## src/rtl/sincos_pkg.sv

```systemverilog
`timescale 1ns/1ps
package sincos_pkg;

    // Sideband flags that ride along with each sample
    typedef struct packed {
        logic last;
        logic user;
    } side_t;

    // Inverse rotation gain for a long run of steps
    localparam real CORDIC_KINV = 0.6072529350088813;

    // 2^32 / (2*pi), rounded
    localparam longint INV2PI_Q32 = 64'sd683565276;

    // atan(2^-idx) expressed in turns, scaled by 2^frac_bits.
    // Series in radians at scale 2^60, then converted to turns.
    function automatic longint step_angle(input int idx, input int frac_bits);
        longint acc;
        longint term;
        if (idx == 0) begin
            return longint'(1) <<< (frac_bits - 3);
        end
        acc = 0;
        for (int k = 1; k < 40; k += 2) begin
            if (idx * k < 60) begin
                term = (longint'(1) <<< (60 - idx * k)) / longint'(k);
                if (((k - 1) / 2) % 2 == 1) acc = acc - term;
                else                        acc = acc + term;
            end
        end
        acc = (acc >>> 28) * INV2PI_Q32;
        return (acc + (longint'(1) <<< (63 - frac_bits))) >>> (64 - frac_bits);
    endfunction

endpackage

```

## src/rtl/sincos_front.sv

```systemverilog
`timescale 1ns/1ps
module sincos_front
    import sincos_pkg::*;
#(
    parameter int PHASE_W = 24,
    parameter int XF      = 20,
    parameter int XW      = 23,
    parameter int AW      = 26
) (
    input  logic                 clk,
    input  logic                 rst,
    input  logic [PHASE_W-1:0]   in_phase,
    input  logic                 in_valid,
    input  side_t                in_side,
    output logic                 in_ready,
    output logic                 out_valid,
    input  logic                 out_ready,
    output logic signed [XW-1:0] out_x,
    output logic signed [XW-1:0] out_y,
    output logic signed [AW-1:0] out_z,
    output logic [1:0]           out_quad,
    output side_t                out_side
);
    localparam int SHIFT = AW - PHASE_W;
    localparam int X0    = $rtoi(CORDIC_KINV * (2.0 ** XF) + 0.5);
    localparam logic signed [XW-1:0] X0V = XW'(X0);

    logic signed [AW-1:0] z_start;

    // residual angle inside the first quadrant, rescaled to the angle grid
    assign z_start  = {{(SHIFT + 2){1'b0}}, in_phase[PHASE_W-3:0]} <<< SHIFT;
    assign in_ready = !out_valid || out_ready;

    always_ff @(posedge clk) begin
        if (rst) begin
            out_valid <= 1'b0;
        end else if (in_ready) begin
            out_valid <= in_valid;
        end
    end

    always_ff @(posedge clk) begin
        if (in_ready && in_valid) begin
            out_x    <= X0V;
            out_y    <= '0;
            out_z    <= z_start;
            out_quad <= in_phase[PHASE_W-1:PHASE_W-2];
            out_side <= in_side;
        end
    end

endmodule

```

## src/rtl/sincos_rot.sv

```systemverilog
`timescale 1ns/1ps
module sincos_rot
    import sincos_pkg::*;
#(
    parameter int XW  = 23,
    parameter int AW  = 26,
    parameter int IDX = 0
) (
    input  logic                 clk,
    input  logic                 rst,
    input  logic                 in_valid,
    output logic                 in_ready,
    input  logic signed [XW-1:0] in_x,
    input  logic signed [XW-1:0] in_y,
    input  logic signed [AW-1:0] in_z,
    input  logic [1:0]           in_quad,
    input  side_t                in_side,
    output logic                 out_valid,
    input  logic                 out_ready,
    output logic signed [XW-1:0] out_x,
    output logic signed [XW-1:0] out_y,
    output logic signed [AW-1:0] out_z,
    output logic [1:0]           out_quad,
    output side_t                out_side
);
    localparam longint STEP_L = step_angle(IDX, AW);
    localparam logic signed [AW-1:0] STEP = STEP_L[AW-1:0];

    logic signed [XW-1:0] x_sh, y_sh, x_nx, y_nx;
    logic signed [AW-1:0] z_nx;

    assign x_sh     = in_x >>> IDX;
    assign y_sh     = in_y >>> IDX;
    assign in_ready = !out_valid || out_ready;

    // rotate toward zero residual angle
    always_comb begin
        if (!in_z[AW-1]) begin
            x_nx = in_x - y_sh;
            y_nx = in_y + x_sh;
            z_nx = in_z - STEP;
        end else begin
            x_nx = in_x + y_sh;
            y_nx = in_y - x_sh;
            z_nx = in_z + STEP;
        end
    end

    always_ff @(posedge clk) begin
        if (rst) begin
            out_valid <= 1'b0;
        end else if (in_ready) begin
            out_valid <= in_valid;
        end
    end

    always_ff @(posedge clk) begin
        if (in_ready && in_valid) begin
            out_x    <= x_nx;
            out_y    <= y_nx;
            out_z    <= z_nx;
            out_quad <= in_quad;
            out_side <= in_side;
        end
    end

    // an occupied stage keeps its sample while the next stage is full
    a_r6_stage_hold: assert property (@(posedge clk) disable iff (rst)
        out_valid && !out_ready |=> out_valid && $stable(out_x) && $stable(out_y) && $stable(out_side));

endmodule

```

## src/rtl/sincos_back.sv

```systemverilog
`timescale 1ns/1ps
module sincos_back
    import sincos_pkg::*;
#(
    parameter int XW     = 23,
    parameter int AW     = 26,
    parameter int HW     = 16,
    parameter int FRAC_W = 14,
    parameter int GUARD  = 6
) (
    input  logic                 clk,
    input  logic                 rst,
    input  logic                 in_valid,
    output logic                 in_ready,
    input  logic signed [XW-1:0] in_x,
    input  logic signed [XW-1:0] in_y,
    input  logic signed [AW-1:0] in_z,
    input  logic [1:0]           in_quad,
    input  side_t                in_side,
    output logic                 out_valid,
    input  logic                 out_ready,
    output logic [2*HW-1:0]      out_sincos,
    output logic                 out_last,
    output logic                 out_user
);
    localparam logic signed [XW-1:0] RND = XW'(1) <<< (GUARD - 1);
    localparam logic signed [XW-1:0] LIM = XW'(1) <<< FRAC_W;
    localparam logic signed [AW-1:0] ZTOL = AW'(1024);

    logic signed [XW-1:0] c_raw, s_raw;

    function automatic logic [HW-1:0] to_fixed(input logic signed [XW-1:0] v);
        logic signed [XW-1:0] t;
        t = (v + RND) >>> GUARD;
        if (t > LIM)       t = LIM;
        else if (t < -LIM) t = -LIM;
        return t[HW-1:0];
    endfunction

    // mirror the first-quadrant result into the selected quadrant
    always_comb begin
        unique case (in_quad)
            2'd0: begin c_raw =  in_x; s_raw =  in_y; end
            2'd1: begin c_raw = -in_y; s_raw =  in_x; end
            2'd2: begin c_raw = -in_x; s_raw = -in_y; end
            2'd3: begin c_raw =  in_y; s_raw = -in_x; end
        endcase
    end

    assign in_ready = !out_valid || out_ready;

    always_ff @(posedge clk) begin
        if (rst) begin
            out_valid <= 1'b0;
        end else if (in_ready) begin
            out_valid <= in_valid;
        end
    end

    always_ff @(posedge clk) begin
        if (in_ready && in_valid) begin
            out_sincos <= {to_fixed(s_raw), to_fixed(c_raw)};
            out_last   <= in_side.last;
            out_user   <= in_side.user;
        end
    end

    // the rotation has driven the residual angle close to zero
    a_r1_residual: assert property (@(posedge clk) disable iff (rst)
        in_valid |-> (in_z < ZTOL) && (in_z > -ZTOL));

    // both fields stay within full scale
    a_r3_clamp: assert property (@(posedge clk) disable iff (rst)
        out_valid |-> ($signed(out_sincos[2*HW-1:HW]) <= $signed(LIM[HW-1:0]))
                   && ($signed(out_sincos[2*HW-1:HW]) >= -$signed(LIM[HW-1:0]))
                   && ($signed(out_sincos[HW-1:0])    <= $signed(LIM[HW-1:0]))
                   && ($signed(out_sincos[HW-1:0])    >= -$signed(LIM[HW-1:0])));

    // a stalled output word holds
    a_r6_out_hold: assert property (@(posedge clk) disable iff (rst)
        out_valid && !out_ready |=> out_valid && $stable(out_sincos)
                                 && $stable(out_last) && $stable(out_user));

    // reset empties the output
    a_r9_reset_clear: assert property (@(posedge clk)
        rst |=> !out_valid);

endmodule

```

## src/rtl/sincos_conv.sv

```systemverilog
`timescale 1ns/1ps
module sincos_conv
    import sincos_pkg::*;
#(
    parameter int PHASE_W = 24,
    parameter int HW      = 16,
    parameter int FRAC_W  = 14,
    parameter int ITERS   = 16,
    parameter int GUARD   = 6
) (
    input  logic               clk,
    input  logic               rst,
    input  logic [PHASE_W-1:0] in_phase,
    input  logic               in_valid,
    input  logic               in_last,
    input  logic               in_user,
    output logic               in_ready,
    output logic [2*HW-1:0]    out_sincos,
    output logic               out_valid,
    output logic               out_last,
    output logic               out_user,
    input  logic               out_ready
);
    localparam int XF = FRAC_W + GUARD;
    localparam int XW = XF + 3;
    localparam int AW = PHASE_W + 2;

    logic                 v_s    [0:ITERS];
    logic                 r_s    [0:ITERS];
    logic signed [XW-1:0] x_s    [0:ITERS];
    logic signed [XW-1:0] y_s    [0:ITERS];
    logic signed [AW-1:0] z_s    [0:ITERS];
    logic [1:0]           q_s    [0:ITERS];
    side_t                side_s [0:ITERS];
    side_t                side_in;

    assign side_in = '{last: in_last, user: in_user};

    sincos_front #(.PHASE_W(PHASE_W), .XF(XF), .XW(XW), .AW(AW)) u_front (
        .clk(clk), .rst(rst),
        .in_phase(in_phase), .in_valid(in_valid), .in_side(side_in), .in_ready(in_ready),
        .out_valid(v_s[0]), .out_ready(r_s[0]),
        .out_x(x_s[0]), .out_y(y_s[0]), .out_z(z_s[0]), .out_quad(q_s[0]), .out_side(side_s[0])
    );

    for (genvar g = 0; g < ITERS; g++) begin : g_rot
        sincos_rot #(.XW(XW), .AW(AW), .IDX(g)) u_rot (
            .clk(clk), .rst(rst),
            .in_valid(v_s[g]), .in_ready(r_s[g]),
            .in_x(x_s[g]), .in_y(y_s[g]), .in_z(z_s[g]), .in_quad(q_s[g]), .in_side(side_s[g]),
            .out_valid(v_s[g+1]), .out_ready(r_s[g+1]),
            .out_x(x_s[g+1]), .out_y(y_s[g+1]), .out_z(z_s[g+1]),
            .out_quad(q_s[g+1]), .out_side(side_s[g+1])
        );
    end

    sincos_back #(.XW(XW), .AW(AW), .HW(HW), .FRAC_W(FRAC_W), .GUARD(GUARD)) u_back (
        .clk(clk), .rst(rst),
        .in_valid(v_s[ITERS]), .in_ready(r_s[ITERS]),
        .in_x(x_s[ITERS]), .in_y(y_s[ITERS]), .in_z(z_s[ITERS]),
        .in_quad(q_s[ITERS]), .in_side(side_s[ITERS]),
        .out_valid(out_valid), .out_ready(out_ready),
        .out_sincos(out_sincos), .out_last(out_last), .out_user(out_user)
    );

    // input refuses only when the whole chain is full and stalled
    a_r8_ready_low: assert property (@(posedge clk) disable iff (rst)
        !in_ready |-> out_valid && !out_ready && v_s[0]);

endmodule

```

## config.mk

```make
export PLATFORM = sky130hd
export DESIGN_NAME = sincos_conv
export DESIGN_NICKNAME = d
export VERILOG_FILES = /design/src/rtl/sincos_pkg.sv /design/src/rtl/sincos_front.sv /design/src/rtl/sincos_rot.sv /design/src/rtl/sincos_back.sv /design/src/rtl/sincos_conv.sv
export SDC_FILE = /design/constraint.sdc
export NUM_CORES = 2
export LEC_CHECK = 0
export BUFFER_PORTS_ARGS = -buffer_cell sky130_fd_sc_hd__clkbuf_2
export CORE_MARGIN = 4
export CORE_UTILIZATION = 55
export CTS_CLUSTER_DIAMETER = 100
export DETAILED_ROUTE_END_ITERATION = 16
export GPL_ROUTABILITY_DRIVEN = 0
export GPL_TIMING_DRIVEN = 0
export PLACE_DENSITY = 0.79
export SLEW_MARGIN = 10
export SYNTH_ARGS = -nofsm -noshare
export SYNTH_HDL_FRONTEND = slang
export SYNTH_SLANG_ARGS = --single-unit
```

## constraint.sdc

```tcl
create_clock -name clk -period 12 [get_ports clk]
set_clock_uncertainty 0.2 [all_clocks]
set_input_delay 2.4 -clock clk [delete_from_list [all_inputs] [get_ports clk]]
set_output_delay 2.4 -clock clk [all_outputs]
set_load 0.05 [all_outputs]
```

==> qor.yml <==
slowest_delay_ns: 0.54
reg2reg_from: "g_rot[4].u_rot.out_z[25]"
setup.worst_path.class: "primary input to output port"
critical_path.endpoint_type: "output port"
rsz0062_at_grt: "no"
syn_nets: 9394
cp_num_buf_inv: 3
cpMaxStageDelayCell: "nor3_1"
antennaDiodeCount: 0
start_kind: "primary input"
clk_pin_slew_ns: 0.06
htree_num_levels: 4
synth_area_um2: 84100
synth_area_leader_cell: "edfxtp_1"
slew_headroom: 0.187
r2r_slack_ns: 5.78
vias: 65500
synth_ff_type: "edfxtp_1"
min_to: "g_rot[5].u_rot.out_z[4]"
clk_latency_ns: 0.77
critPathRequiredTime_ns: 9.40
critical_path_arrival_ns: 5.49
clk_path_buf_depth: 3
place.port_buffers: 64
drv_slew: 0
cts_buffers: 130
cts_setup_buffers: 0
dp_hpwl_mm: 149
antenna_found_initial: 0
p_leak_nw: 35.8
drc: 0
synth_async_sr_flop_share: 0
tightest_slew_ns: 1.22
die_y_um: 399
critPathLaunch: "out_ready"
reg2reg_depth: 14
wl_mm: 193
nets: 9619
cts.root.buffer_cell: "clkbuf_16"
p_per_area_nw_per_um2: 94.7
num_io_pins: 66
mostFrequentLayoutCells: "edfxtp_1, ha_1, nor2_1"
min_path_cells: 0
period_share: 0.674
setup_viol: 0
mostFrequentLayoutCell: "edfxtp_1"
hold_ws_ns: 0.213
synth-warning-count: 0
grt_pass1_vias: 63500
tns_ns: 0
crit_chain: "clkbuf_2, nor2b_1, and3_1, and3_1, nand2_1, nor3_1, nand4_1, inv_1, nand3_1, clkbuf_2"
core_um2: 152000
cts_num_sinks: 1125
r2r_end: "g_rot[5].u_rot.out_z[24]"
yosysSeqAreaShare: 0.399
vias_per_cell: 6.09
rows: 143
area_growth_pct: 9.66
crit_path_max_fanout: 5
tritoncts: "done"
grt_max_degree: 66
fmax_ghz: 0.124
ctsHoldBuffers: 0
wire_per_inst_um: 18.0
outcome: "finished clean"
grt_overflow: 0
worst_ir_drop_vdd_v: 0.000128
layout-drive-gt1-share: 0.0560
grt_pass1_wl_mm: 312
drv_cap: 0
drt_iter0_markers: 5149
ant_nets: 0
ys_types: 95
final_util: 0.607
hp-class: "flip-flop to flip-flop"
initial_core_util: 0.554
avgSynthCellArea_um2: 10.0
finalHoldViolCount: 0
synthCells: 8401
synthTopCellsByArea: "edfxtp_1, ha_1, xnor2_1"
ys_ff_latch: 1125
period_needed_ns: 8.09
synth_edf_count: 1107
ctsResizeCount: 0
synth_top_area_share: 0.395
grt_use_total: 0.236
drt_first_pass_iters: 7
dieArea_um2: 159000
die-width_um: 399
crit_family: "simple AND/OR/NAND/NOR gates"
worstHoldStart: "g_rot[4].u_rot.out_z[4]"
[cells by family after synthesis]
logic type / share of synthesized area
AO/OA/AOI/OAI: 0.163
XOR/XNOR: 0.110
adder cells (fa/ha/maj): 0.147
buffers and inverters: 0.0225
flip-flops: 0.399
multiplexers: 0.0101
AND/OR/NAND/NOR: 0.148
[how the worst max path moves through the flow]
stage,endpoint,depth (start not counted),slack [ns]
after floorplan,g_rot[9].u_rot.out_quad[0],6,2.62
after global placement,g_rot[9].u_rot.out_y[1],7,-0.39
after detailed placement,in_ready,10,3.96
after CTS,in_ready,10,3.93
after global routing,in_ready,10,3.66
final,in_ready,10,3.91
[flip-flops by register name, indices dropped and copies added, names as in the netlist]
name / flops
g_rot.u_rot.out_z: 344
g_rot.u_rot.out_y: 320
g_rot.u_rot.out_x: 319
g_rot.u_rot.out_quad: 32
g_rot.u_rot.out_side: 32
u_back.out_sincos: 32
u_front.out_z: 22
g_rot.u_rot.out_valid: 16
u_front.out_quad: 2
u_front.out_side: 2
u_back.out_last: 1
u_back.out_user: 1
u_back.out_valid: 1
u_front.out_valid: 1
[per-layer routing]
layer,global-route usage,vias up,wire [um]
li1,-,31900,-
met1,0.281,30800,77400
met2,0.423,2211,96200
met3,0.0311,621,10100
met4,0.113,0,9620
met5,0,-,0
[metrics by stage]
stage	setup slack (ns)	power, mW	area [um2]	cells
after detailed placement	3.96	4.76	87800	10500
after global routing	3.66	9.03	92300	10800
after floorplan	2.62	4.68	84100	8401
final	3.91	8.74	92300	10800
after CTS	3.93	8.82	92300	10800
after global placement	-0.390	4.74	87000	10500
[cells in the mapped netlist (24+ instances only)]
master,number
edfxtp_1,1107
ha_1,926
nor2_1,782
a21oi_1,759
xnor2_1,723
nand2_1,393
nor3_1,384
inv_1,361
xor2_1,337
o21ai_0,309
nand3_1,232
a21o_1,180
nor2b_1,130
o21a_1,122
and3_1,114
or3_1,107
a211oi_1,100
clkbuf_1,97
o21bai_1,89
nand2b_1,87
a31oi_1,84
o211ai_1,62
and2_1,61
nor4_1,58
or2_2,53
mux2i_1,50
nand4_1,42
o31ai_1,41
a31o_2,39
a21boi_0,38
fa_1,37
buf_1,31
mux2_2,31
o41ai_1,30
a211o_1,29
a2111oi_0,24
[cell type report]
class                           instances  area, um2
Multi-Input combinational cell       6777      48800
Tap cell                             2030       2540
Buffer                                134        527
Clock inverter                         84       1110
Inverter                              365       1370
Sequential cell                      1125      33600
Timing Repair Buffer                   93        946
Clock buffer                          153       3360
Fill cell                           11900      59600
[power breakdown]
group	switching [mW]	total, mW	internal, mW
clock network	1.70	4.06	2.36
logic	0.191	0.342	0.151
registers	0.0193	4.34	4.32
total	1.91	8.74	6.83
(Power assumes the default switching activity.)
